[config.mk]
export PLATFORM = sky130hd
export DESIGN_NAME = legacy_route_decoder
export DESIGN_NICKNAME = d
export VERILOG_FILES = /design/src/rtl/legacy_route_pkg.sv /design/src/rtl/lrd_cfg_reg.sv /design/src/rtl/lrd_io_lane.sv /design/src/rtl/lrd_route_sel.sv /design/src/rtl/legacy_route_decoder.sv
export SDC_FILE = /design/constraint.sdc
export NUM_CORES = 1
export LEC_CHECK = 0
export ABC_AREA = 1
export BUFFER_PORTS_ARGS = -buffer_cell sky130_fd_sc_hd__buf_2
export CORE_ASPECT_RATIO = 0.6
export CORE_UTILIZATION = 45
export CTS_BUF_LIST = sky130_fd_sc_hd__clkbuf_2
export DETAILED_ROUTE_END_ITERATION = 7
export GPL_TIMING_DRIVEN = 0
export PLACE_DENSITY = 0.89
export SLEW_MARGIN = 20
export SYNTH_ARGS = -nofsm -noshare
export SYNTH_HDL_FRONTEND = slang
export SYNTH_SLANG_ARGS = --single-unit
[constraint.sdc]
create_clock -name clk -period 3.6 [get_ports clk]
set_clock_uncertainty 0.15 [all_clocks]
set_input_delay 0 -clock clk [delete_from_list [all_inputs] [get_ports clk]]
set_output_delay 0 -clock clk [all_outputs]
set_load 0.02 [all_outputs]
[src/rtl/legacy_route_pkg.sv]
// Shared constants and types for the legacy display routing decoder.
// Assumes the legacy decode is always on a 10-bit I/O port number.
package legacy_route_pkg;

    typedef enum logic {
        DEST_HUB = 1'b0,
        DEST_GFX = 1'b1
    } dest_e;

    localparam int CFG_MONO_BIT  = 5;
    localparam int CFG_VSENS_BIT = 3;
    localparam int PORT_W        = 10;

    localparam logic [PORT_W-1:0] PORT_MONO_ONLY = 10'h3BF;

    localparam logic [31:0] MEM_VGA_LO  = 32'h000A_0000;
    localparam logic [31:0] MEM_VGA_HI  = 32'h000B_FFFF;
    localparam logic [31:0] MEM_MONO_LO = 32'h000B_0000;
    localparam logic [31:0] MEM_MONO_HI = 32'h000B_7FFF;

endpackage

[src/rtl/lrd_cfg_reg.sv]
// Configuration register: a writable monochrome-present bit and a read-only
// sensed-voltage bit. Every other bit reads as zero.
// Assumes vsense_in is stable while rst_n is low; its value is held afterwards.
module lrd_cfg_reg
    import legacy_route_pkg::*;
(
    input  logic       clk,
    input  logic       rst_n,
    input  logic       vsense_in,
    input  logic       wr_en,
    input  logic       wr_mono,
    output logic [7:0] rd_data,
    output logic       mono_en
);
    logic mono_q;
    logic vsens_q;

    // Monochrome-present flag: cleared by reset, loaded by a write.
    always_ff @(posedge clk) begin
        if (!rst_n)     mono_q <= 1'b0;
        else if (wr_en) mono_q <= wr_mono;
    end

    // Sensed-voltage flag: tracks the input during reset, then holds.
    always_ff @(posedge clk) begin
        if (!rst_n) vsens_q <= vsense_in;
    end

    // Assemble the readable image with reserved bits at zero.
    always_comb begin
        rd_data                = '0;
        rd_data[CFG_MONO_BIT]  = mono_q;
        rd_data[CFG_VSENS_BIT] = vsens_q;
    end

    assign mono_en = mono_q;

endmodule

[src/rtl/lrd_io_lane.sv]
// Legacy match for one byte lane of an I/O request.
// The port number is already reduced to its 10 decoded bits, so aliases match.
module lrd_io_lane
    import legacy_route_pkg::*;
(
    input  logic              lane_en,
    input  logic [PORT_W-1:0] port,
    output logic              mono_hit,
    output logic              mono_only_hit,
    output logic              vga_hit
);
    logic mono_port;
    logic vga_port;

    // Classify the port against the monochrome list and the VGA ranges.
    always_comb begin
        unique case (port)
            10'h3B4, 10'h3B5, 10'h3B8,
            10'h3B9, 10'h3BA, 10'h3BF: mono_port = 1'b1;
            default:                   mono_port = 1'b0;
        endcase
        vga_port = ((port >= 10'h3B0) && (port <= 10'h3BB)) ||
                   ((port >= 10'h3C0) && (port <= 10'h3DF));
    end

    assign mono_hit      = lane_en && mono_port;
    assign mono_only_hit = lane_en && (port == PORT_MONO_ONLY);
    assign vga_hit       = lane_en && vga_port;

endmodule

[src/rtl/lrd_route_sel.sv]
// Routing choice from the legacy match summaries, the configuration and the
// I/O window result. Purely combinational.
module lrd_route_sel
    import legacy_route_pkg::*;
(
    input  logic  vga_en,
    input  logic  mono_en,
    input  logic  is_io,
    input  logic  any_mono,
    input  logic  any_mono_only,
    input  logic  any_vga,
    input  logic  mem_vga,
    input  logic  mem_mono,
    input  logic  win_ok,
    output dest_e dest
);
    logic legacy_io;
    logic force_hub;

    // I/O references that the legacy rules send to the hub.
    always_comb begin
        legacy_io = any_mono || any_vga;
        force_hub = (!vga_en && legacy_io) ||
                    (vga_en && !mono_en && any_mono_only) ||
                    (vga_en &&  mono_en && any_mono);
    end

    // Final destination for I/O or memory space.
    always_comb begin
        if (is_io) begin
            if (force_hub)      dest = DEST_HUB;
            else if (legacy_io) dest = DEST_GFX;
            else if (win_ok)    dest = DEST_GFX;
            else                dest = DEST_HUB;
        end else begin
            if (!vga_en)                dest = DEST_HUB;
            else if (mono_en && mem_mono) dest = DEST_HUB;
            else if (mem_vga)           dest = DEST_GFX;
            else                        dest = DEST_HUB;
        end
    end

endmodule

[src/rtl/legacy_route_decoder.sv]
// Top level: routes each processor request to the graphics port or the hub.
// Decodes legacy ranges lane by lane, applies the I/O window, and registers
// the result so it appears one clock after the request.
// Assumes I/O addresses are dword-based with one byte-enable bit per lane.
module legacy_route_decoder
    import legacy_route_pkg::*;
#(
    parameter int ADDR_W = 32,
    parameter int IO_W   = 16,
    parameter int BE_W   = 4
) (
    input  logic              clk,
    input  logic              rst_n,
    input  logic              vsense_in,
    input  logic              cfg_wr_en,
    input  logic [7:0]        cfg_wr_data,
    output logic [7:0]        cfg_rd_data,
    output logic              cfg_illegal,
    input  logic              vga_en,
    input  logic              isa_en,
    input  logic [IO_W-1:0]   io_base,
    input  logic [IO_W-1:0]   io_limit,
    input  logic              req_valid,
    input  logic              req_is_io,
    input  logic [ADDR_W-1:0] req_addr,
    input  logic [BE_W-1:0]   req_be,
    output logic              rsp_valid,
    output logic              rsp_to_gfx
);
    localparam int LANE_SH = $clog2(BE_W);

    logic              mono_en;
    logic [BE_W-1:0]   lane_mono;
    logic [BE_W-1:0]   lane_mono_only;
    logic [BE_W-1:0]   lane_vga;
    logic [IO_W-1:0]   io_dw;
    logic              win_ok;
    logic              mem_vga;
    logic              mem_mono;
    dest_e             dest;
    logic              unused_cfg_bits;

    assign unused_cfg_bits = ^{cfg_wr_data[7:CFG_MONO_BIT+1],
                               cfg_wr_data[CFG_MONO_BIT-1:0]};

    lrd_cfg_reg u_cfg (
        .clk       (clk),
        .rst_n     (rst_n),
        .vsense_in (vsense_in),
        .wr_en     (cfg_wr_en),
        .wr_mono   (cfg_wr_data[CFG_MONO_BIT]),
        .rd_data   (cfg_rd_data),
        .mono_en   (mono_en)
    );

    assign cfg_illegal = mono_en && !vga_en;

    // One legacy matcher per byte lane.
    for (genvar g = 0; g < BE_W; g++) begin : g_lane
        localparam logic [LANE_SH-1:0] LANE = LANE_SH'(g);
        lrd_io_lane u_lane (
            .lane_en       (req_be[g]),
            .port          ({req_addr[PORT_W-1:LANE_SH], LANE}),
            .mono_hit      (lane_mono[g]),
            .mono_only_hit (lane_mono_only[g]),
            .vga_hit       (lane_vga[g])
        );
    end

    // I/O window and ISA exclusion on the dword port address.
    always_comb begin
        io_dw  = {req_addr[IO_W-1:LANE_SH], {LANE_SH{1'b0}}};
        win_ok = (io_dw >= io_base) && (io_dw <= io_limit) &&
                 (!isa_en || (req_addr[9:8] == 2'b00));
    end

    // Legacy memory range matches.
    always_comb begin
        mem_vga  = (req_addr >= ADDR_W'(MEM_VGA_LO))  && (req_addr <= ADDR_W'(MEM_VGA_HI));
        mem_mono = (req_addr >= ADDR_W'(MEM_MONO_LO)) && (req_addr <= ADDR_W'(MEM_MONO_HI));
    end

    lrd_route_sel u_sel (
        .vga_en        (vga_en),
        .mono_en       (mono_en),
        .is_io         (req_is_io),
        .any_mono      (|lane_mono),
        .any_mono_only (|lane_mono_only),
        .any_vga       (|lane_vga),
        .mem_vga       (mem_vga),
        .mem_mono      (mem_mono),
        .win_ok        (win_ok),
        .dest          (dest)
    );

    // Register the decision one clock after the request.
    always_ff @(posedge clk) begin
        if (!rst_n) begin
            rsp_valid  <= 1'b0;
            rsp_to_gfx <= 1'b0;
        end else begin
            rsp_valid  <= req_valid;
            rsp_to_gfx <= req_valid && (dest == DEST_GFX);
        end
    end

endmodule

* Yosys cells after proc, flatten, opt, wreduce, memory -nomap -nowiden
Cells that the tools add are included.
** Storage, ports and cells
- Output and inout port bits :: 11
- Bits in registers :: 4
- Input port bits :: 84
- Word-level logic and storage cells :: 83
** Cells by class
- Mux-type cells :: 10
- Reduce and logical (&&, ||, !) cells :: 44
- Order comparisons :: 22
- Equal/unequal tests :: 3
** Operators by type and width (number)
- 10-bit >= comparator, second input constant :: 8
- 10-bit <= comparator, second input constant :: 8
- 32-bit by 20-bit >= comparator with 1-bit output, second input constant :: 2
- 32-bit by 20-bit <= comparator with 1-bit output, second input constant :: 2
- 1-bit logical AND :: 29
- 8-bit == test, second input constant :: 3
- 16-bit >= comparator :: 1
- 16-bit <= comparator :: 1
- 1-bit two-way mux :: 10
- 1-bit logical OR :: 8
- 4-bit OR reduction :: 2
- 1-bit zero test :: 3
- 2-bit zero test :: 1
- 2-bit OR reduction :: 1

* Logic depth before layout (Yosys ltp)
- Depth after elaboration :: 12
- Gate-level depth with buffers :: 15
- Mapped depth without buffers :: 15

* Modules after synthesis
A second synthesis with hierarchy kept.
** Unflattened totals
- Cells, all modules :: 287
- Area, all modules :: 1572.8 sq um
** By module, submodules not included
- legacy_route_decoder :: seq. area each 40.0 sq um, cells each 171, area each 1007.2 sq um, times used 1
- lrd_io_lane :: seq. area each 0.0 sq um, cells each 21, area each 91.3 sq um, times used 4
- lrd_cfg_reg :: seq. area each 50.0 sq um, cells each 17, area each 138.9 sq um, times used 1
- lrd_route_sel :: seq. area each 0.0 sq um, cells each 15, area each 61.3 sq um, times used 1

* Worst setup path after synthesis
Ideal clock, no wire load.
- Path kind :: input to register
- From :: in io_limit[15]
- To :: reg rsp_to_gfx
- Library setup time :: 66 ps
- Arrival :: 1022 ps
- Required time :: 3384 ps
- Path slack :: 2362 ps
- Stages :: 12
- Cell sequence :: inv_1 ha_1 nand2_1 nor2_2 inv_2 nor2_2 nand4_1 nand2_1 nand3_1 nand2_1 nand2_1 a21oi_2
** On the way
- Longest elaborated chain between the ends :: 8
** RTL lines
- start: declaration :: RTL line legacy_route_decoder.sv:22 : input logic [IO_W-1:0] io_limit,
- 16-bit <= comparator :: RTL line legacy_route_decoder.sv:73 : win_ok = (io_dw >= io_base) && (io_dw <= io_limit) &&
- 1-bit logical AND (2 in series) :: RTL line legacy_route_decoder.sv:73
- 1-bit two-way mux :: RTL line lrd_route_sel.sv:33 : else if (win_ok) dest = DEST_GFX;
- 1-bit two-way mux :: RTL line lrd_route_sel.sv:32 : else if (legacy_io) dest = DEST_GFX;
- 1-bit two-way mux :: RTL line lrd_route_sel.sv:31 : if (force_hub) dest = DEST_HUB;
- 1-bit two-way mux :: RTL line lrd_route_sel.sv:30 : if (is_io) begin
- 1-bit logical AND :: RTL line legacy_route_decoder.sv:103 : rsp_to_gfx <= req_valid && (dest == DEST_GFX);
- end signal: assignment :: RTL line legacy_route_decoder.sv:103
- end: declaration :: RTL line legacy_route_decoder.sv:28 : output logic rsp_to_gfx
No other way between the ends.
A chain may end at the register's enable or synchronous reset.

==> flow_summary.ini <==
[sta]
holdWs_ps = 131
fmax_mhz = 488
setup_viol = 0
fin_crit_sh_pct = 57.0
final.min_clock_period_ps = 2050
report.final.slew_viol_count = 0
rsz0062_at_grt = false
setup_ws_ps = 1550
hold_viol = 0
finalSetupTns_ps = 0

[critical_path]
required_ps = 3570
critical-path-slowest-cell = dlygate4sd3_1
reg2regPathDepth = 6
cpMostUsedCell = dlygate4sd3_1
path_cells = dlygate4sd3_1 > buf_2 > nand2_1 > dlygate4sd3_1 > inv_1 > nand2_1 > a21oi_2 > dlygate4sd3_1
path_class = in -> reg
r2r_slack_ps = 1570
cp.arrival_ps = 2020
slowest_delay_ps = 570
r2r-start = u_cfg.mono_en
end_kind = flip-flop
timing.rr.end = u_cfg.mono_en
worstPathMaxFanout = 2
critPathLaunchType = input pin

[hold_path]
holdPathEnd = cfg_illegal
hp-class = in -> out
min_from = vga_en
worstHoldPathCells = 3

[placed_design]
post-place-ws_ps = 2140
hpwlAfterDp_um = 2550
post-place-cells = 324
portBuffers = 79
finalWeightedCongestion = 0.788
place_area_um2 = 1680

[floorplan]
fp.coreArea_um2 = 2540
die_h_um = 42.5
ioPinCount = 95
fp-row-count = 14
die_w_um = 69.4
initial_utilization_pct = 48.3
dieArea_um2 = 2950

[yosys]
yosysWarnings = 0
netlist_area_um2 = 1230
seq_area_frac_synth_pct = 7.34
syn_area_per_cell_um2 = 5.90
synthCells = 208
netlist_top_cells_area = ha_1 29%, nand2_1 16%, inv_1 15%, a21oi_1 5.3%, nor2_1 5.2%
synth_top_area_cell = ha_1
synth_cell_types = 25
synth-edff-count = 1
synth_seq_cells = 4
synth_ff_type = dfxtp_1
synth_async_sr_flop_share_pct = 0
synth.top_cell.area_share_pct = 28.5

[power_and_ir_drop]
power_density_nw_per_um2 = 154
p_leak_nw = 1.19
vdd_drop_max_v = 0.0000892
p_total_uw = 275

[drt]
wl_um = 3290
dr.pass1.iters = 4
vias_per_cell = 4.62
via_count = 1557
wl_per_cell_um = 9.75
drc = 0
ant_nets = 0
drt_iter0_markers = 49

[global_route]
grt_overflow_total = 0
track_usage_pct = 23.7
first_global_vias = 1422
grt_max_degree = 6
antenna_found_initial = 0
grt_pass1_wl_um = 5600

[cts]
clockBufferDepth = 2
numCtsBuffers = 3
htreeDepth = 1
tritoncts_num_sinks = 4
worst_skew_pair.late_latency_ps = 250
post_cts_buffers = 0
cts_tree = built
clkSlewWorstSetupHoldPaths_ps = 50
clockRootBuffer = clkbuf_2
post_cts_resized = 0

[final_layout]
postLayoutCoreUtil_pct = 70.5
nFillCells = 235
layout-drive-gt1-share_pct = 32.5
antenna-diode-count = 0
instances_no_fill = 337
syn_to_final_growth_pct = 46.0
finalNetCount = 418
postLayoutCellArea_um2 = 1790

[run_status]
status = completed

[run]
maxCapViolations = 0
## sequential cells by signal, summed over array words and instances, names as in the netlist
signal	count
u_cfg.vsens_q	1
rsp_to_gfx	1
u_cfg.mono_en	1
rsp_valid	1
## logic make-up (layout without fill, tap and decap cells)
| logic type | Yosys count | after routing | synth area share, % |
|---|---|---|---|
| AO/OA/AOI/OAI | 22 | 22 | 9.99 |
| adder cells (fa/ha/maj) | 28 | 28 | 28.5 |
| buffers and inverters | 60 | 152 | 20.9 |
| flip-flops | 4 | 4 | 7.34 |
| other | 1 | 6 | 0.306 |
| AND/OR/NAND/NOR | 93 | 93 | 32.9 |
## area by class of cell
cell class,count,area (um^2),area share [%]
Tap cell,32,40.0,2.23
Buffer,8,60.1,3.35
Inverter,52,196,11.0
Timing Repair Buffer,88,485,27.1
Sequential cell,4,90.1,5.03
Multi-Input combinational cell,149,900,50.2
Clock buffer,4,20.0,1.12
## repair_timing
action | in CTS | in global routing
endpoints found under the setup margin | 0 | 0
hold buffers | 9 | 0
hold endpoints to repair | 5 | 0
## power breakdown
group,total [mW],internal (mW),leakage [nW],switching (mW)
Clock,0.0570,0.0293,0.0166,0.0276
Combinational,0.168,0.0812,1.14,0.0870
Sequential,0.0499,0.0487,0.0345,0.00123
## synth_stat cells, types with 2 or more instances
cell type  number
a21oi_1        13
buf_4           8
dfxtp_1         3
ha_1           28
inv_1          48
inv_2           2
nand2_1        53
nand3_1         8
nand4_1         4
nor2_1         17
nor2_2          3
nor3_1          2
nor4_1          2
o21ai_0         4
or2_0           3
## layer usage
layer  track usage (%)  vias up  wire length [um]  share of wire (%)
met5                 0        -                 0                  0
met1              28.6      659              1500                 45
li1                  -      830                 -                  -
met2              42.5       60              1530                 47
met4              10.2        0                72                2.2
met3              3.37        8               189                5.8
## worst max-delay path: cells and delay by family
family	cells	cell delay (ps)
and+or+nand+nor	2	130
AOI/OAI and AO/OA	1	30
buffers and inverters	5	1860
## cells in the final DEF (no fill, tap or decap), types with 2 or more instances in the layout
cell	instances
buf_2	79
nand2_1	53
a21oi_1	13
o21ai_0	4
nand3_1	8
ha_1	28
nor2_2	3
clkbuf_2	4
dlygate4sd3_1	9
or2_0	3
nand4_1	4
dfxtp_1	3
nor2_1	17
buf_4	8
inv_1	48
nor3_1	2
nor4_1	2
inv_2	2
conb_1	6
## how the worst max path moves through the flow
| stage | startpoint | to | slack [ps] | depth (start not counted) |
|---|---|---|---|---|
| 2_1_floorplan | io_limit[15] | rsp_to_gfx | 2360 | 12 |
| 3_3_place_gp | req_addr[15] | rsp_to_gfx | 2150 | 12 |
| 3_5_place_dp | req_addr[15] | rsp_to_gfx | 2140 | 12 |
| 4_1_cts | u_cfg.mono_en | u_cfg.mono_en | 1640 | 6 |
| 5_1_grt | u_cfg.mono_en | u_cfg.mono_en | 1450 | 6 |
| 6_report | rst_n | rsp_to_gfx | 1550 | 8 |
Note: power is estimated with default switching activity, not from simulation.
